### config.mk
export PLATFORM = sky130hd
export DESIGN_NAME = lowest_state_finder
export DESIGN_NICKNAME = d
export VERILOG_FILES = /design/src/rtl/lsf_pkg.sv /design/src/rtl/lsf_prio_leaf.sv /design/src/rtl/lsf_or_tree.sv /design/src/rtl/lowest_state_finder.sv
export SDC_FILE = /design/constraint.sdc
export NUM_CORES = 1
export LEC_CHECK = 0
export BUFFER_PORTS_ARGS = -buffer_cell sky130_fd_sc_hd__clkbuf_2
export CORE_MARGIN = 3
export CORE_UTILIZATION = 30
export CTS_CLUSTER_SIZE = 28
export DETAILED_ROUTE_END_ITERATION = 7
export HOLD_SLACK_MARGIN = 0.15
export PLACE_DENSITY = 0.61
export SLEW_MARGIN = 30
export SYNTH_ARGS = -nofsm -noshare
export SYNTH_HDL_FRONTEND = slang
export SYNTH_SLANG_ARGS = --single-unit
### constraint.sdc
create_clock -name clk_i -period 0.8 [get_ports clk_i]
set_input_delay 0.04 -clock clk_i [delete_from_list [all_inputs] [get_ports clk_i]]
set_output_delay 0.04 -clock clk_i [all_outputs]
set_load 0.01 [all_outputs]
### src/rtl/lsf_pkg.sv
package lsf_pkg;
  parameter int unsigned LSF_RADIX  = 4;
  parameter int unsigned LSF_LEVELS = 3;
endpackage

### src/rtl/lsf_prio_leaf.sv
module lsf_prio_leaf #(
  parameter int unsigned RADIX = 4,
  parameter int unsigned RAD_W = $clog2(RADIX)
) (
  input  logic [RADIX-1:0] req_i,
  output logic [RAD_W-1:0] idx_o,
  output logic             any_o
);
  // lowest index wins: scan downward so the last hit is the smallest
  always_comb begin
    idx_o = '0;
    for (int i = RADIX - 1; i >= 0; i--) begin
      if (req_i[i]) idx_o = RAD_W'(i);
    end
  end

  assign any_o = |req_i;
endmodule

### src/rtl/lsf_or_tree.sv
module lsf_or_tree #(
  parameter int unsigned RADIX  = 4,
  parameter int unsigned LEVELS = 3,
  localparam int unsigned FLAG_W = RADIX ** LEVELS
) (
  input  logic [FLAG_W-1:0]             flags_i,
  output logic [LEVELS-1:0][FLAG_W-1:0] tree_o
);
  // row LEVELS-1 holds raw flags; row d holds RADIX**(d+1) group ORs
  assign tree_o[LEVELS-1] = flags_i;

  for (genvar d = 0; d < LEVELS - 1; d++) begin : g_row
    localparam int unsigned NODES = RADIX ** (d + 1);
    for (genvar j = 0; j < NODES; j++) begin : g_node
      assign tree_o[d][j] = |tree_o[d+1][j*RADIX +: RADIX];
    end
    assign tree_o[d][FLAG_W-1:NODES] = '0;
  end
endmodule

### src/rtl/lowest_state_finder.sv
module lowest_state_finder
  import lsf_pkg::*;
#(
  parameter int unsigned RADIX  = LSF_RADIX,
  parameter int unsigned LEVELS = LSF_LEVELS,
  localparam int unsigned RAD_W  = $clog2(RADIX),
  localparam int unsigned FLAG_W = RADIX ** LEVELS,
  localparam int unsigned IDX_W  = RAD_W * LEVELS
) (
  input  logic              clk_i,
  input  logic              rst_ni,
  input  logic [FLAG_W-1:0] flags_i,
  output logic [IDX_W-1:0]  idx_o,
  output logic              valid_o
);
  logic [LEVELS-1:0][FLAG_W-1:0] or_tree;
  logic [LEVELS-1:0][RAD_W-1:0]  lvl_idx;
  logic [LEVELS-1:0]             lvl_any;
  logic [LEVELS:0][IDX_W-1:0]    pfx;
  logic                          found;
  logic [IDX_W-1:0]              idx_q;
  logic                          valid_q;

  lsf_or_tree #(.RADIX(RADIX), .LEVELS(LEVELS)) u_or_tree (
    .flags_i (flags_i),
    .tree_o  (or_tree)
  );

  assign pfx[0] = '0;

  // each stage picks RADIX nodes of its tree row under the prefix chosen so far
  for (genvar d = 0; d < LEVELS; d++) begin : g_stage
    logic [RADIX-1:0] grp;
    assign grp = RADIX'(or_tree[d] >> (pfx[d] << RAD_W));

    lsf_prio_leaf #(.RADIX(RADIX), .RAD_W(RAD_W)) u_leaf (
      .req_i (grp),
      .idx_o (lvl_idx[d]),
      .any_o (lvl_any[d])
    );

    assign pfx[d+1] = (pfx[d] << RAD_W) | IDX_W'(lvl_idx[d]);
  end

  // deeper stages are non-empty whenever the top one is
  assign found = &lvl_any;

  always_ff @(posedge clk_i or negedge rst_ni) begin
    if (!rst_ni) begin
      idx_q   <= '0;
      valid_q <= 1'b0;
    end else begin
      idx_q   <= found ? pfx[LEVELS] : '0;
      valid_q <= found;
    end
  end

  assign idx_o   = idx_q;
  assign valid_o = valid_q;

  // one registered sample must exist before history-based checks apply
  logic chk_arm;
  always_ff @(posedge clk_i or negedge rst_ni) begin
    if (!rst_ni) chk_arm <= 1'b0;
    else         chk_arm <= 1'b1;
  end

  a_r2_valid_matches: assert property (@(posedge clk_i) disable iff (!rst_ni)
    chk_arm |-> (valid_o == (|$past(flags_i))));

  a_r5_empty_idx_zero: assert property (@(posedge clk_i) disable iff (!rst_ni)
    !valid_o |-> (idx_o == '0));

  a_r3_points_at_set: assert property (@(posedge clk_i) disable iff (!rst_ni)
    (chk_arm && valid_o) |-> ((($past(flags_i) >> idx_o) & FLAG_W'(1)) != '0));

  a_r4_none_below: assert property (@(posedge clk_i) disable iff (!rst_ni)
    (chk_arm && valid_o) |-> (($past(flags_i) & ((FLAG_W'(1) << idx_o) - FLAG_W'(1))) == '0));
endmodule

Yosys cells after proc, flatten, opt, wreduce, memory -nomap -nowiden
Index checks and enable logic that the tools add are counted.
- flip-flop bits (word level): 7
- input bits: 66
- output and inout bits: 7
- logic and storage cells: 43
- shifts and indexed selects: 2
- multiplexer cells: 13
- bitwise operators: 2
- reduce and logical (&&, ||, !) cells: 24
- operator list (kind ; count):
    OR reduction 4 bit ; 18
    OR reduction 16 bit ; 4
    OR reduction 64 bit ; 1
    >> shifter 64 x 6 -> 4 bit ; 1
    2-to-1 mux 2 bit ; 12
    >> shifter 16 x 4 -> 4 bit ; 1
    2-to-1 mux 6 bit ; 1
    bitwise OR 6 x 2 -> 6 bit ; 1
    bitwise OR 4 x 2 -> 4 bit ; 1
    AND reduction 3 bit ; 1

Logic depth before layout (Yosys ltp)
- word-level depth: 18
- mapped depth: 12
- depth with buffers taken out: 11

By module
Synthesis repeated with hierarchy kept, for this count alone.
- cell total of the unflattened synthesis: 274
- area total of the unflattened synthesis: 2467.4 um2
- by module, submodules not included (module ; times used ; cells an instance ; area an instance (um2) ; seq. area each (um2)):
    lsf_or_tree ; 1 ; 193 ; 1475.2 ; 0.0
    lowest_state_finder ; 1 ; 60 ; 887.1 ; 175.2
    lsf_prio_leaf ; 3 ; 7 ; 35.0 ; 0.0

Worst setup path after synthesis
OpenSTA, ideal clock, no wires.
- path type: input-to-reg
- start: input flags_i[49]
- end: register valid_q (netlist: valid_o)
- setup time: 0.138 ns
- arrival: 3.044 ns
- required time: 0.662 ns
- slack: -2.382 ns
- cell stages on the path: 11
- path buffers: 1
- path through: or4_4 or4_4 and2_4 o311a_1 buf_6 o31a_1 o221a_1 o21a_2 a2111oi_4 and4_1 nand3_1
- longest elaborated chain between the ends: 14
- elaborated cells on any way between the ends: 17
- those cells by class: shift (2); mux (8); bitwise (1); reduce/logical (6)
- RTL lines (element ; line ; text):
    start: declaration ; lowest_state_finder.sv:12 ; input logic [FLAG_W-1:0] flags_i,
    OR reduction 16 bit ; lsf_or_tree.sv:15 ; assign tree_o[d][j] = |tree_o[d+1][j*RADIX +: RADIX];
    2-to-1 mux 2 bit (4 in a row) ; lsf_prio_leaf.sv:13 ; if (req_i[i]) idx_o = RAD_W'(i);
    >> shifter 16 x 4 -> 4 bit ; lowest_state_finder.sv:34 ; assign grp = RADIX'(or_tree[d] >> (pfx[d] << RAD_W));
    2-to-1 mux 2 bit (4 in a row) ; lsf_prio_leaf.sv:13 ;
    bitwise OR 4 x 2 -> 4 bit ; lowest_state_finder.sv:42 ; assign pfx[d+1] = (pfx[d] << RAD_W) | IDX_W'(lvl_idx[d]);
    >> shifter 64 x 6 -> 4 bit ; lowest_state_finder.sv:34 ;
    OR reduction 4 bit ; lsf_prio_leaf.sv:17 ; assign any_o = |req_i;
    AND reduction 3 bit * ; lowest_state_finder.sv:46 ; assign found = &lvl_any;
    net found ; lowest_state_finder.sv:20 ; logic found;
    end signal: assignment ; lowest_state_finder.sv:54 ; valid_q <= found;
    end: declaration ; lowest_state_finder.sv:22 ; logic valid_q;
The timed path passes the listed nets; every way through them passes the cells marked *.

Final worst setup path
- start: input flags_i[51]
- end: register valid_q (netlist: valid_o)
The elaborated chain is that of the path after synthesis.

==> flow_results.org <==
** Floorplan
- Floorplan core area :: ~0.0037 mm2
- Die Footprint :: ~0.0048 mm2
- Chip Width :: 69.1 um
- In this run the count of I/O pins placed on the die edge is 73.
- Initial core utilization :: about a third
- After floorplanning, the core was divided into 22 placement rows.
- Die span in y :: between 60 and 70 um

** Yosys
- In the synthesized netlist the async set-or-reset flop fraction comes to 100%.
- Leading cell types by total area after synthesis :: dfrtp_1 (15%), nor4_1 (6.8%), nor2_1 (4.7%), a21oi_1 (4.6%), nand2_1 (4.4%)
- For this run, the number of Yosys warnings is 0.
- The synthesized design spends more area on one cell type than any other, namely dfrtp_1.
- Of the synthesized area, sequential elements account for between 10% and 20%.
- Average cell area after synthesis :: between 7 and 8 um2
- Cell Area, Synth :: between 0.001 and 0.0015 mm2
- Synthesized instance count :: about 170
- The synthesized netlist contains 47 unique library cells.
- For this run, the leading register cell type out of synthesis is dfrtp_1.
- Counting flops with a built-in enable in the synthesized netlist gives 0.
- Share of the synthesized area in the top cell type :: between 10 and 15%
- Syn_nets :: 231
- Register bit count reported by yosys :: 7

** GRT
- Most crowded layer after global routing :: met2
- Fraction of met3 tracks used by global routing :: 3.64%
- Remaining Overflow, GRT :: 0
- Met1 Usage GRT :: 32.9%
- The first global-routing pass estimated 10.2 mm of wire.
- For met2 alone, demand over resource in global routing was about 46%.
- The number of global-route vias before repair came to 2,261.
- GRT Overall Usage :: about a quarter
- Number of antenna violations at the first check in global routing :: 0
- Pin count of the biggest net entering global routing :: 10

** STA
- In the finished design, the share of the clock period the worst path needs comes to 368%.
- Post-route worst hold slack :: around 0.18 ns
- The worst pin sits at a relative slew slack of about three quarters.
- Transition time of the tightest slew-check pin :: around 0.39 ns
- Setup repair after global routing could not meet its margin everywhere.
- Post-route setup slack :: -2.14 ns
- Summed over all failing endpoints, the final setup total negative slack is -10.69 ns.
- Clock period minus worst slack :: around 2.9 ns
- The count of final hold-check violations was 0.
- The count of final max-slew check failures was 0.
- Peak clock frequency supported by timing :: 340 MHz
- Number of endpoints failing setup at the final stage :: 7

** Detailed routing
- Number of design rule violations left after detail routing :: 0
- The detail route stage leaves a number of antenna-violating nets equal to 0.
- In the final routed layout, each cell accounts on average for 15.8 um.
- Final Routed Wirelength :: 6.42 mm
- Number of iterations in the first detailed-routing pass :: 4
- Total via count after detailed routing :: about 2,300
- Detailed Route Iter0 Violations :: around 140
- Using the TritonRoute via totals, the vias-per-cell ratio works out to ~5.6.

** CTS
- Counting along the longest clock path gives a buffer depth of 2.
- Clock tree synthesis inserted a total of 3 buffers.
- The tree is rooted in a clkbuf_8.
- For this design, the sink count on the clock tree is 7.
- TritonCTS built the clock tree.
- CTS clock-pin slew for the worst setup and hold paths :: ~0.040 ns
- Number of H-tree levels :: 1

** Worst setup path
- In this run the number of cells on the critical path is 11.
- CP Data Arrival Time :: about 3 ns
- Element type at the critical path start :: input port
- Worst Path Buf+Inv :: 1
- Most numerous cell on the critical path :: or4_4
- Cell Chain, Critical Path :: buf_6, or4_4, or4_4, and2_4, o311a_4, o31a_1, o221a_1, o21a_2, a2111oi_4, and4_1, nand3_1
- In this design, the stage delay of the slowest critical-path cell is 0.54 ns.
- Along the worst path, the maximum fanout reaches 6.
- Category of the worst setup path capture point :: flop
- Cell type group with the largest total delay on the critical path :: simple AND/OR/NAND/NOR gates
- Data on the critical path is required at its endpoint by 0.89 ns.
- The critical path is of the input port to flop type.
- In this run the worst setup path terminates at valid_o$_DFF_PN0_.
- On the critical path, the stage with the largest delay is an instance of or4_4.
- Worst Setup SP :: flags_i[51]

** Cells and area
- Total number of nets in the final design :: approximately 430
- Ant diodes :: 0
- The finished cells cover between 0.002 and 0.003 mm2.
- Layout area overhead :: 130%
- Number of cells in the finished layout apart from fillers :: 407
- The library cell used most frequently in the layout, excluding fill and tap cells, is buf_4.
- Fill cells in the final layout number approximately 320.
- In the layout the commonest cells are buf_4 (114), clkbuf_2 (70), nor2_1 (13), nand2_1 (12), buf_6 (10).
- Fraction of final layout cells sized beyond drive strength 1 :: between 60 and 70%
- Post-Route Utilization :: 73.5%

** Pwr
- Sequential group share of total power :: 21.8%
- Combinational Power Share :: 48.5%
- Summing internal, switching and leakage power gives between 1.5 and 2 mW.
- Highest ir drop seen on vdd :: between 0.0006 and 0.0007 V
- Switch Pwr :: 0.498 mW
- Power density relative to cell area :: approximately 610 mW/mm2
- Summed over all cells, the static leakage comes to ~1.3 nW.
- Internal power summed over all cells :: ~1.2 mW
- Share of power burned in the clock network :: between 20% and 30%
- Switching share of power :: 29.6%

** Placed design
- At the placement stage, the worst setup path has a slack of -2.40 ns.
- Port-buffer cells :: 72
- After detailed placement, the total cell area comes to between 0.002 and 0.0025 mm2.
- At the end of routability-driven placement, the weighted congestion stood at ~0.97.
- The HPWL after detailed placement is around 5.4 mm.
- Number of placed instances, taps included :: just under 400

** Outcome
- The checks that failed: negative setup slack.
- Run status :: finished, violations left

** Flow run
- Max-cap viol count :: 0

** Min path
- Hold/Removal Path Class :: input port to async pin
[kinds of logic after synthesis]
kind of cell	synth area share (%)
AND/OR/NAND/NOR	37.2
buffers and inverters	4.18
flip-flops	14.6
AO/OA/AOI/OAI	40.5
multiplexers	3.45
[layout make-up]
cell class              instances  area, um2  area share, %
multi-input cells             147       1120           40.6
repair buffers                195       1330           48.3
flip-flops and latches          7        175           6.37
clock buffers                   4       45.0           1.64
well taps                      48       60.1           2.18
inverters                       6       25.0          0.910
[what timing repair did]
action,CTS,global route
setup endpoints to repair,7,7
hold buffers,1,0
gates cloned,0,0
hold endpoints to repair,7,0
setup buffers,2,5
pin swaps,7,10
gates resized for setup,13,25
[state kept, by name, indices dropped and copies added, names as in the netlist]
| name | flops |
|---|---|
| valid_o | 1 |
| idx_o | 6 |
[cell usage after synthesis (all sizes together) (2+ instances only)]
master    n
nor2     15
nand2    14
nor4     13
o21ai    12
a21oi    11
or4       9
dfrtp     7
a31oi     6
inv       6
nand4     6
o211ai    6
and2      5
nand3     5
nor3      5
o22ai     4
a2111oi   3
a211oi    3
buf       3
mux2i     3
o311ai    3
a221oi    2
and4      2
clkbuf    2
o2111a    2
o2111ai   2
o311a     2
o31a      2
[per-layer routing]
metal	routed length, um	vias up
met4	75	0
met5	0	-
met3	592	10
met2	3090	132
li1	-	1085
met1	2670	1034
[power by group through the flow]
stage / clock [mW] / combinational [mW] / sequential (mW)
global route: 0.542 / 0.876 / 0.368
detailed placement: 0 / 0.740 / 0.372
finish: 0.499 / 0.816 / 0.367
CTS: 0.495 / 0.765 / 0.368
floorplan: 0 / 0.162 / 0.378
global placement: 0 / 0.730 / 0.372
[how the worst min path moves through the flow]
| stage | to | from | slack [ns] | depth (start not counted) |
|---|---|---|---|---|
| floorplan | idx_o[0]$_DFF_PN0_ | rst_ni | -0.26 | 0 |
| finish | idx_o[2]$_DFF_PN0_ | rst_ni | 0.18 | 2 |
| global route | idx_o[2]$_DFF_PN0_ | rst_ni | 0.19 | 2 |
| detailed placement | idx_o[2]$_DFF_PN0_ | rst_ni | -0.12 | 1 |
| global placement | idx_o[2]$_DFF_PN0_ | rst_ni | -0.12 | 1 |
| CTS | idx_o[2]$_DFF_PN0_ | rst_ni | 0.18 | 2 |
No activity file was read; power rests on OpenSTA's default activity.
